### src/rtl/scmd_pkg.sv
package scmd_pkg;

    localparam int WORD_W      = 16;
    localparam int CNT_W       = $clog2(WORD_W);
    localparam int FIELD_W     = 12;
    localparam int SYNC_STAGES = 2;

    // Bit positions inside the synchronized pin vector
    localparam int PIN_DIN  = 0;
    localparam int PIN_FRM  = 1;
    localparam int PIN_SCLK = 2;
    localparam int PIN_N    = 3;

    // Idle levels: serial clock high, frame strobe high, data low
    localparam logic [PIN_N-1:0] PIN_IDLE = 3'b110;

    typedef enum logic [1:0] {
        FR_IDLE  = 2'd0,
        FR_SHIFT = 2'd1,
        FR_HOLD  = 2'd2
    } frame_st_e;

    // Layout of a received word, most significant field first
    typedef struct packed {
        logic               chan;
        logic               refbuf;
        logic [1:0]         mode;
        logic [FIELD_W-1:0] field;
    } cmd_word_t;

    // Per-cycle view of the serial link after synchronization
    typedef struct packed {
        logic clk_fall;
        logic frm_fall;
        logic frm_high;
        logic din;
    } ser_evt_t;

    function automatic logic [WORD_W-1:0] shift_in(input logic [WORD_W-1:0] w,
                                                   input logic b);
        return {w[WORD_W-2:0], b};
    endfunction

    function automatic bit res_legal(input int r);
        return (r == 8) || (r == 10) || (r == 12);
    endfunction

endpackage

### src/rtl/scmd_sync.sv
module scmd_sync #(
    parameter int             W       = 3,
    parameter int             STAGES  = 2,
    parameter logic [W-1:0]   RST_VAL = '0
) (
    input  logic         clk,
    input  logic         rst,
    input  logic [W-1:0] d,
    output logic [W-1:0] q
);

    logic [W-1:0] stg [STAGES];

    for (genvar s = 0; s < STAGES; s++) begin : g_stg
        if (s == 0) begin : g_first
            always_ff @(posedge clk) begin
                if (rst) stg[s] <= RST_VAL;
                else     stg[s] <= d;
            end
        end else begin : g_next
            always_ff @(posedge clk) begin
                if (rst) stg[s] <= RST_VAL;
                else     stg[s] <= stg[s-1];
            end
        end
    end

    assign q = stg[STAGES-1];

endmodule

### src/rtl/scmd_edge.sv
module scmd_edge #(
    parameter int           W       = 2,
    parameter logic [W-1:0] RST_VAL = '1
) (
    input  logic         clk,
    input  logic         rst,
    input  logic [W-1:0] lvl,
    output logic [W-1:0] fall
);

    logic [W-1:0] prev;

    always_ff @(posedge clk) begin
        if (rst) prev <= RST_VAL;
        else     prev <= lvl;
    end

    assign fall = prev & ~lvl;

    for (genvar b = 0; b < W; b++) begin : g_chk
        // A level that has just fallen cannot fall again on the next cycle
        AST_FALL_SINGLE: assert property (@(posedge clk) disable iff (rst)
            fall[b] |=> !fall[b]);
    end

endmodule

### src/rtl/scmd_frame.sv
module scmd_frame
    import scmd_pkg::*;
(
    input  logic              clk,
    input  logic              rst,
    input  ser_evt_t          evt,
    output logic              wr_stb,
    output logic [WORD_W-1:0] word
);

    localparam logic [CNT_W-1:0] LAST_BIT = CNT_W'(WORD_W - 1);

    frame_st_e         state;
    logic [CNT_W-1:0]  cnt;
    logic [WORD_W-1:0] sh;
    logic [WORD_W-1:0] sh_nxt;

    assign sh_nxt = shift_in(sh, evt.din);

    always_ff @(posedge clk) begin
        if (rst) begin
            state  <= FR_IDLE;
            cnt    <= '0;
            sh     <= '0;
            wr_stb <= 1'b0;
            word   <= '0;
        end else begin
            wr_stb <= 1'b0;
            unique case (state)
                FR_IDLE: begin
                    if (evt.frm_fall) begin
                        state <= FR_SHIFT;
                        cnt   <= '0;
                    end
                end
                FR_SHIFT: begin
                    if (evt.frm_high) begin
                        state <= FR_IDLE;
                        cnt   <= '0;
                    end else if (evt.clk_fall) begin
                        sh <= sh_nxt;
                        if (cnt == LAST_BIT) begin
                            state  <= FR_HOLD;
                            cnt    <= '0;
                            wr_stb <= 1'b1;
                            word   <= sh_nxt;
                        end else begin
                            cnt <= cnt + 1'b1;
                        end
                    end
                end
                FR_HOLD: begin
                    if (evt.frm_fall) begin
                        state <= FR_SHIFT;
                        cnt   <= '0;
                    end
                end
                default: begin
                    state <= FR_IDLE;
                    cnt   <= '0;
                end
            endcase
        end
    end

    AST_ABORT_NO_WRITE: assert property (@(posedge clk) disable iff (rst)
        (state == FR_SHIFT && evt.frm_high) |=> (state == FR_IDLE && !wr_stb));
    AST_CNT_CLEAR: assert property (@(posedge clk) disable iff (rst)
        (state != FR_SHIFT) |-> (cnt == '0));
    AST_HOLD_GATED: assert property (@(posedge clk) disable iff (rst)
        (state == FR_HOLD && !evt.frm_fall) |=> (state == FR_HOLD && !wr_stb));
    AST_STB_TO_HOLD: assert property (@(posedge clk) disable iff (rst)
        wr_stb |-> (state == FR_HOLD));
    AST_STB_ONE_CYCLE: assert property (@(posedge clk) disable iff (rst)
        wr_stb |=> !wr_stb);

endmodule

### src/rtl/scmd_decode.sv
module scmd_decode
    import scmd_pkg::*;
#(
    parameter int RES_BITS = 12
) (
    input  logic [WORD_W-1:0]   word,
    output logic                chan,
    output logic                refbuf,
    output logic [1:0]          mode,
    output logic [RES_BITS-1:0] data
);

    localparam int DROP = FIELD_W - RES_BITS;

    cmd_word_t cw;
    assign cw     = cmd_word_t'(word);
    assign chan   = cw.chan;
    assign refbuf = cw.refbuf;
    assign mode   = cw.mode;

    if (DROP == 0) begin : g_full
        assign data = cw.field;
    end else begin : g_trim
        logic unused_low;
        assign data       = cw.field[FIELD_W-1:DROP];
        assign unused_low = ^cw.field[DROP-1:0];
    end

endmodule

### src/rtl/scmd_rx.sv
module scmd_rx
    import scmd_pkg::*;
#(
    parameter int RES_BITS = 12
) (
    input  logic                clk,
    input  logic                rst,
    input  logic                sclk_i,
    input  logic                sdin_i,
    input  logic                frame_n_i,
    output logic                wr_stb_o,
    output logic                chan_o,
    output logic                refbuf_o,
    output logic [1:0]          mode_o,
    output logic [RES_BITS-1:0] data_o
);

    logic [PIN_N-1:0]  pins_raw;
    logic [PIN_N-1:0]  pins_s;
    logic [1:0]        falls;
    ser_evt_t          evt;
    logic [WORD_W-1:0] word;

    assign pins_raw[PIN_DIN]  = sdin_i;
    assign pins_raw[PIN_FRM]  = frame_n_i;
    assign pins_raw[PIN_SCLK] = sclk_i;

    scmd_sync #(
        .W       (PIN_N),
        .STAGES  (SYNC_STAGES),
        .RST_VAL (PIN_IDLE)
    ) i_sync (
        .clk (clk),
        .rst (rst),
        .d   (pins_raw),
        .q   (pins_s)
    );

    // falls[1]: serial clock, falls[0]: frame strobe
    scmd_edge #(
        .W       (2),
        .RST_VAL (2'b11)
    ) i_edge (
        .clk  (clk),
        .rst  (rst),
        .lvl  ({pins_s[PIN_SCLK], pins_s[PIN_FRM]}),
        .fall (falls)
    );

    assign evt.clk_fall = falls[1];
    assign evt.frm_fall = falls[0];
    assign evt.frm_high = pins_s[PIN_FRM];
    assign evt.din      = pins_s[PIN_DIN];

    scmd_frame i_frame (
        .clk    (clk),
        .rst    (rst),
        .evt    (evt),
        .wr_stb (wr_stb_o),
        .word   (word)
    );

    scmd_decode #(
        .RES_BITS (RES_BITS)
    ) i_decode (
        .word   (word),
        .chan   (chan_o),
        .refbuf (refbuf_o),
        .mode   (mode_o),
        .data   (data_o)
    );

    AST_STB_FRAME_LOW: assert property (@(posedge clk) disable iff (rst)
        wr_stb_o |-> !$past(evt.frm_high));
    AST_HOLD_FIELDS: assert property (@(posedge clk) disable iff (rst)
        !wr_stb_o |-> $stable({chan_o, refbuf_o, mode_o, data_o}));

endmodule

### config.mk
export PLATFORM = sky130hd
export DESIGN_NAME = scmd_rx
export DESIGN_NICKNAME = d
export VERILOG_FILES = /design/src/rtl/scmd_pkg.sv /design/src/rtl/scmd_sync.sv /design/src/rtl/scmd_edge.sv /design/src/rtl/scmd_frame.sv /design/src/rtl/scmd_decode.sv /design/src/rtl/scmd_rx.sv
export SDC_FILE = /design/constraint.sdc
export NUM_CORES = 1
export LEC_CHECK = 0
export BUFFER_PORTS_ARGS = -buffer_cell sky130_fd_sc_hd__buf_2
export CELL_PAD_IN_SITES_DETAIL_PLACEMENT = 0
export CELL_PAD_IN_SITES_GLOBAL_PLACEMENT = 2
export CORE_MARGIN = 2
export CORE_UTILIZATION = 35
export DETAILED_ROUTE_END_ITERATION = 10
export GPL_ROUTABILITY_DRIVEN = 1
export PLACE_DENSITY_LB_ADDON = 0.1
export SLEW_MARGIN = 15
export SYNTH_ARGS = -nofsm -noshare
export SYNTH_HDL_FRONTEND = slang
export SYNTH_SLANG_ARGS = --single-unit
### constraint.sdc
create_clock -name clk -period 2.1 [get_ports clk]
set_clock_uncertainty 0.05 [all_clocks]
set_input_delay 0.105 -clock clk [delete_from_list [all_inputs] [get_ports clk]]
set_output_delay 0.105 -clock clk [all_outputs]
set_load 0.03 [all_outputs]
Word-level counts from Yosys, hierarchy flattened. Memory sizes are Yosys's and may differ from the RTL's. Cells that the tools add are included.

Flip-flop bits (word level): 40. Memory bits (writable): 6. Input port bits: 5. Output and inout bits: 17. Logic and storage cells: 44. Memories: 1.

$add $sub $neg: 1. Equality and inequality tests: 6. Mux-type cells: 16. Bitwise logic cells: 7. Reduce and logical (&&, ||, !) cells: 7.

Memories: i_sync.stg (words 2, bits a word 3, rd ports 2, clocked after memory_dff 0, write ports 2, RTL line scmd_sync.sv:12) `logic [W-1:0] stg [STAGES];`.

Operator list (count): 2-to-1 mux 4 bit (4); 2-to-1 mux 2 bit (4); case mux 4 bit (2 select lines) (1); 2-to-1 mux 3 bit (2); AND reduction 3 bit (2); adder 4 x 1 -> 4 bit (second input constant) (1); equality test 4 bit (second input constant) (1); 2-to-1 mux 1 bit (4); case mux 2 bit (2 select lines) (1); AND reduction 4 bit (1); OR reduction 4 bit (1); != test 3 x 2 -> 1 bit (second input constant) (1); != test 3 bit (second input constant) (1); inverter 1 bit (3); bitwise AND 2 bit (1); equality test 2 x 1 -> 1 bit (second input constant) (1); equality test 2 bit (second input constant) (1); zero test 2 bit (1); != test 2 x 1 -> 1 bit (second input constant) (1); inverter 2 bit (1); bitwise OR 1 bit (2); AND reduction 2 bit (1); OR reduction 2 bit (1).

Depth between registers and ports, before layout.
Depth in word-level cells: 5. Mapped depth: 5. Gate-level depth less buffers: 4.

Cells and area by module. Synthesis repeated with hierarchy kept, for this count alone.

Cells, all modules: 229. Area total of the unflattened synthesis: 1929.4 sq um.

By module, submodules not included: scmd_frame (instances 1, cells an instance 195, area each 1584.0 sq um, sequential area each 760.7 sq um); scmd_sync (instances 1, cells an instance 12, area each 157.7 sq um, sequential area each 120.1 sq um); scmd_decode (instances 1, cells an instance 16, area each 120.1 sq um, sequential area each 0.0 sq um); scmd_edge (instances 1, cells an instance 6, area each 67.6 sq um, sequential area each 40.0 sq um).

Worst setup path before layout. No wires, ideal clock.

Path kind: flip-flop to flip-flop. From: reg i_frame.state[0]. To: reg i_frame.word[0]. Library setup time: 0.072 ns. Data arrival time: 1.566 ns. Data required time: 1.978 ns. Path slack: 0.412 ns. Stages on the path, launching flop included: 5. Path buffers: 1. Period minus slack after synthesis: 1.688 ns. Cells stage by stage: dfxtp_1 > or3b_4 > nor3_4 > buf_12 > mux2i_1.

Word-level cells in the longest chain between the ends: 2.

RTL lines: start, declared (RTL line scmd_frame.sv:13) `frame_st_e state;`; start signal, assigned (RTL line scmd_frame.sv:22) `state <= FR_IDLE;`; start signal, assigned (RTL line scmd_frame.sv:32) `state <= FR_SHIFT;`; start signal, assigned (RTL line scmd_frame.sv:38) `state <= FR_IDLE;`; equality test 2 x 1 -> 1 bit (RTL line scmd_frame.sv:29) `unique case (state)`; AND reduction 4 bit (no source line); end signal, assigned (RTL line scmd_frame.sv:46) `word <= sh_nxt;`; end, declared (RTL line scmd_frame.sv:8) `output logic [WORD_W-1:0] word`.

Every way passes these cells. A chain may end at the register's enable or synchronous reset.

Worst setup path after layout.
From: reg i_frame.state[0]. To: reg i_frame.word[11].

Same word-level chain as after synthesis.

==> reports/results.md <==
- **global-route wire length before repair** 6.51 mm
- **initial antenna violation count** 0
- **kind of launch point of the worst setup path** register
- **root buffer cell** sky130_fd_sc_hd__clkbuf_8
- **number of iterations in the first detailed-routing pass** 4
- **Avg Synthesized Cell Area** 9.55 sq um
- **cells along the critical path** or3b_4 -> nor3_4 -> buf_4 -> mux2i_1
- **Worst Reg-to-Reg Cells** 4
- **number of global-route vias before repair** 1,363
- **die footprint** 0.00601 sq mm
- **count of state elements after synthesis** 46
- **slew of the pin with the lowest slew margin** 800 ps
- **count of yosys warnings during synthesis** 0
- **sequential share of the synthesized area** 48.7%
- **Critical Path End** i_frame.word[11]
- **detailed-routed wire length on met2** 1.65 mm
- **sinks on the clock net** 46
- **sequential cell fraction of total power** 50.8%
- **initial DRC count** 55
- **CP max-delay cell** sky130_fd_sc_hd__or3b_4
- **total grt overflow** 0
- **H-tree lvl count** 2
- **Pwr Density** 782 mW/mm^2
- **post-synthesis cell count** 198
- **die height** 77.5 um
- **data arrival time of the critical path** 1990 ps
- **Worst EP required** 2270 ps
- **synthesized cell area** 0.00189 sq mm
- **CTS buffer count** 5
- **period utilisation layout** 86.6%
- **internal power summed over all cells** 0.00142 W
- **clock tree from TritonCTS** done
- **die outline width** 77.5 um
- **I/O pin total** 22
- **Initial Utilization** 36.6%
- **kind of critical path** register to register
- **Post-Route M1 WL** 1.94 mm
- **proportion of power drawn by combinational gates** 3.7%
- **FF-to-FF End** i_frame.word[11]
- **Top Metal Used** met4
- **Critical Path Sink Type** register
- **leakage** 0.783 nW
- **antenna fix cells** 0
- **post-route antenna net violation count** 0
- **latest clock arrival within the worst-skew pair** 290 ps
- **largest net degree at the start of global routing** 55
- **# DRC** 0
- **total net switching power** 0.000324 W
- **Routed wire per std cell** 12.9 um
- **gr usage total** 13.4%
- **largest fanout on the critical path** 20
- **routed via count** 1,401
- **Max stage delay on crit path** 530 ps
- **sw frac** 18.6%
- **Port Buffers** 21
- **Area growth, synth to finish** 17.5%
- **Placement Rows** 26
- **Slew headroom** 46.7%
- **Floorplan Core Area** 0.00517 sq mm
- **Final Hold Slack** 362 ps
- **maximum VDD drop** 587 uV
- **Critical R2R Launch** i_frame.state[0]
- **clock transition at the registers of the reported paths** 90 ps
- **number of max-cap violations** 0
- **aggregate routed wire length** 3.75 mm
- **Max Slew Vio Count** 0
- **vias per cell** 4.83
- **proportion of power drawn by the clock network** 45.5%
- **fillcell total** 507
- **FMAX** 0.550 GHz
- **result of the run** finished, final reports clean
- **Finish-stage setup viols** 0
- **hpwl dp** 2.42 mm
- **unrepaired setup endpoints after global routing** no
- **final total negative setup slack** 0 ps
- **flop2flop setup slack** 280 ps
- **final period demand of the worst path** 1820 ps
- **number of hold violations in the final report** 0
- **count of cells resized by post-cts repair** 0
- **DR WL met3** 129 um
- **timing startpoint of the critical path** i_frame.state[0]
- **global placement routability congestion** 0.725
- **layout cell share with drive strength beyond 1** 20.9%
- **Hold Path Class** primary input to register
- **clk buf depth** 2
- **Yosys cell types** 32
- **post-synthesis net count** 204
- **NumNets Final** 225
-- Yosys cell counts --
cell,instances,share of area (%)
sky130_fd_sc_hd__dfxtp_1,46,49
sky130_fd_sc_hd__nand2b_1,34,11
sky130_fd_sc_hd__nand3_1,17,4.5
sky130_fd_sc_hd__mux2i_1,16,8.5
sky130_fd_sc_hd__o21ai_0,16,4.2
sky130_fd_sc_hd__a21oi_1,15,4.0
sky130_fd_sc_hd__clkbuf_1,14,2.8
sky130_fd_sc_hd__nor2b_1,6,2.0
sky130_fd_sc_hd__or2_2,6,2.0
sky130_fd_sc_hd__nor2_1,3,0.60
sky130_fd_sc_hd__a31oi_1,2,0.66
sky130_fd_sc_hd__nand4_1,2,0.66
sky130_fd_sc_hd__nand4b_1,2,0.93
sky130_fd_sc_hd__a211oi_1,1,0.40
sky130_fd_sc_hd__a21o_1,1,0.40
sky130_fd_sc_hd__a2bb2oi_1,1,0.46
sky130_fd_sc_hd__a311oi_1,1,0.46
sky130_fd_sc_hd__buf_12,1,1.1
sky130_fd_sc_hd__buf_6,1,0.60
sky130_fd_sc_hd__ha_1,1,0.66
sky130_fd_sc_hd__inv_1,1,0.20
sky130_fd_sc_hd__mux2_2,1,0.60
sky130_fd_sc_hd__nand2_1,1,0.20
sky130_fd_sc_hd__nor3_1,1,0.26
sky130_fd_sc_hd__nor3_4,1,0.86
sky130_fd_sc_hd__nor3b_1,1,0.40
sky130_fd_sc_hd__nor4_1,1,0.33
sky130_fd_sc_hd__o21a_1,1,0.40
sky130_fd_sc_hd__o311ai_1,1,0.46
sky130_fd_sc_hd__or3b_2,1,0.46
sky130_fd_sc_hd__or3b_4,1,0.60
sky130_fd_sc_hd__or4b_1,1,0.53
-- metrics by stage --
stage	utilization [%]	setup WS (ps)	instances	cell area [sq um]	total power [W]
final	43.0	281	290	2220	0.00174
after global routing	43.0	146	290	2220	0.00182
after CTS	43.0	266	290	2220	0.00177
after detailed placement	39.6	282	279	2050	0.000965
after global placement	39.6	374	279	2050	0.000963
after floorplan	-	412	198	1890	0.000946
-- state kept, by name (all words and copies together), names as in the netlist --
signal,flops
i_frame.word,16
i_frame.sh,15
i_sync.stg,6
i_frame.cnt,4
i_edge.prev,2
i_frame.state,2
i_frame.wr_stb,1
-- logic make-up (layout without fill, tap and decap cells) --
family / after synthesis / after routing / share of synthesized area (%)
simple gates: 78 / 78 / 25.5
flops: 46 / 46 / 48.7
compound gates: 39 / 39 / 11.4
mux: 17 / 17 / 9.06
buf+inv: 17 / 39 / 4.63
fa+ha+maj: 1 / 1 / 0.661
-- per-layer routing --
layer  GRT usage [%]  vias to the layer above
met1            18.5                      649
met3            3.37                        4
met5               0                        -
li1                -                      724
met4            4.64                        0
met2            20.5                       24
-- layout make-up --
cell class                 instances  area (sq um)  area share [%]
clock inverter                     2          60.1            2.70
clock buffer                       6          82.6            3.71
tap                               70          87.6            3.94
timing repair buffer              30           180            8.10
inverter                           1          3.75           0.169
multi-input combinational        135           888            40.0
sequential                        46           921            41.4
-- repair_timing --
action,in CTS,in global routing
setup buffers,0,0
hold buffers,3,0
endpoints found under the hold margin,3,0
-- worst max-delay path: cells and delay by family, from the launching register on --
family | cells | cell delay [ps]
flip-flops | 1 | 440
AND/OR/NAND/NOR | 2 | 740
multiplexers | 1 | 220
buffers and inverters | 1 | 300
-- worst min path at each step --
stage	startpoint	end	slack [ps]	cells past startpoint
after CTS	rst	i_sync.stg[1][0]	350	2
final	rst	i_sync.stg[1][0]	360	2
after global routing	i_sync.stg[0][1]	i_sync.stg[1][1]	370	1
after global placement	sclk_i	i_sync.stg[0][2]	240	2
after detailed placement	sclk_i	i_sync.stg[0][2]	240	2
after floorplan	frame_n_i	i_sync.stg[0][1]	160	1
-- cells in the final DEF, fill, tap and decap left out --
cell type,instances
sky130_fd_sc_hd__a31oi_1,2
sky130_fd_sc_hd__a211oi_1,1
sky130_fd_sc_hd__nor3_4,1
sky130_fd_sc_hd__a21oi_1,15
sky130_fd_sc_hd__nand2_1,1
sky130_fd_sc_hd__or4b_1,1
sky130_fd_sc_hd__o21a_1,1
sky130_fd_sc_hd__o21ai_0,16
sky130_fd_sc_hd__nand4b_1,2
sky130_fd_sc_hd__dfxtp_1,46
sky130_fd_sc_hd__nor3b_2,1
sky130_fd_sc_hd__ha_1,1
sky130_fd_sc_hd__mux2i_1,16
sky130_fd_sc_hd__buf_2,21
sky130_fd_sc_hd__dlygate4sd3_1,3
sky130_fd_sc_hd__nand3_1,17
sky130_fd_sc_hd__nor2_1,3
sky130_fd_sc_hd__bufinv_16,2
sky130_fd_sc_hd__clkbuf_8,6
sky130_fd_sc_hd__nand4_1,2
sky130_fd_sc_hd__or3b_4,1
sky130_fd_sc_hd__nor4_1,1
sky130_fd_sc_hd__nor2b_1,6
sky130_fd_sc_hd__a21o_1,1
sky130_fd_sc_hd__o311ai_1,1
sky130_fd_sc_hd__mux2_2,1
sky130_fd_sc_hd__nand2b_1,34
sky130_fd_sc_hd__nor3_1,1
sky130_fd_sc_hd__buf_4,6
sky130_fd_sc_hd__or3b_2,1
sky130_fd_sc_hd__a311oi_1,1
sky130_fd_sc_hd__or2_2,6
sky130_fd_sc_hd__a2bb2oi_1,1
sky130_fd_sc_hd__inv_1,1
-- power by group through the flow --
| stage | Combinational, W | Sequential, W | Clock, W |
|---|---|---|---|
| 6_report | 0.0000644 | 0.000883 | 0.000792 |
| 5_1_grt | 0.0000706 | 0.000885 | 0.000863 |
| 4_1_cts | 0.0000652 | 0.000883 | 0.000820 |
| 3_5_place_dp | 0.0000611 | 0.000904 | 0 |
| 3_3_place_gp | 0.0000594 | 0.000904 | 0 |
| 2_1_floorplan | 0.0000438 | 0.000903 | 0 |
No activity file was read; power rests on OpenSTA's default activity.
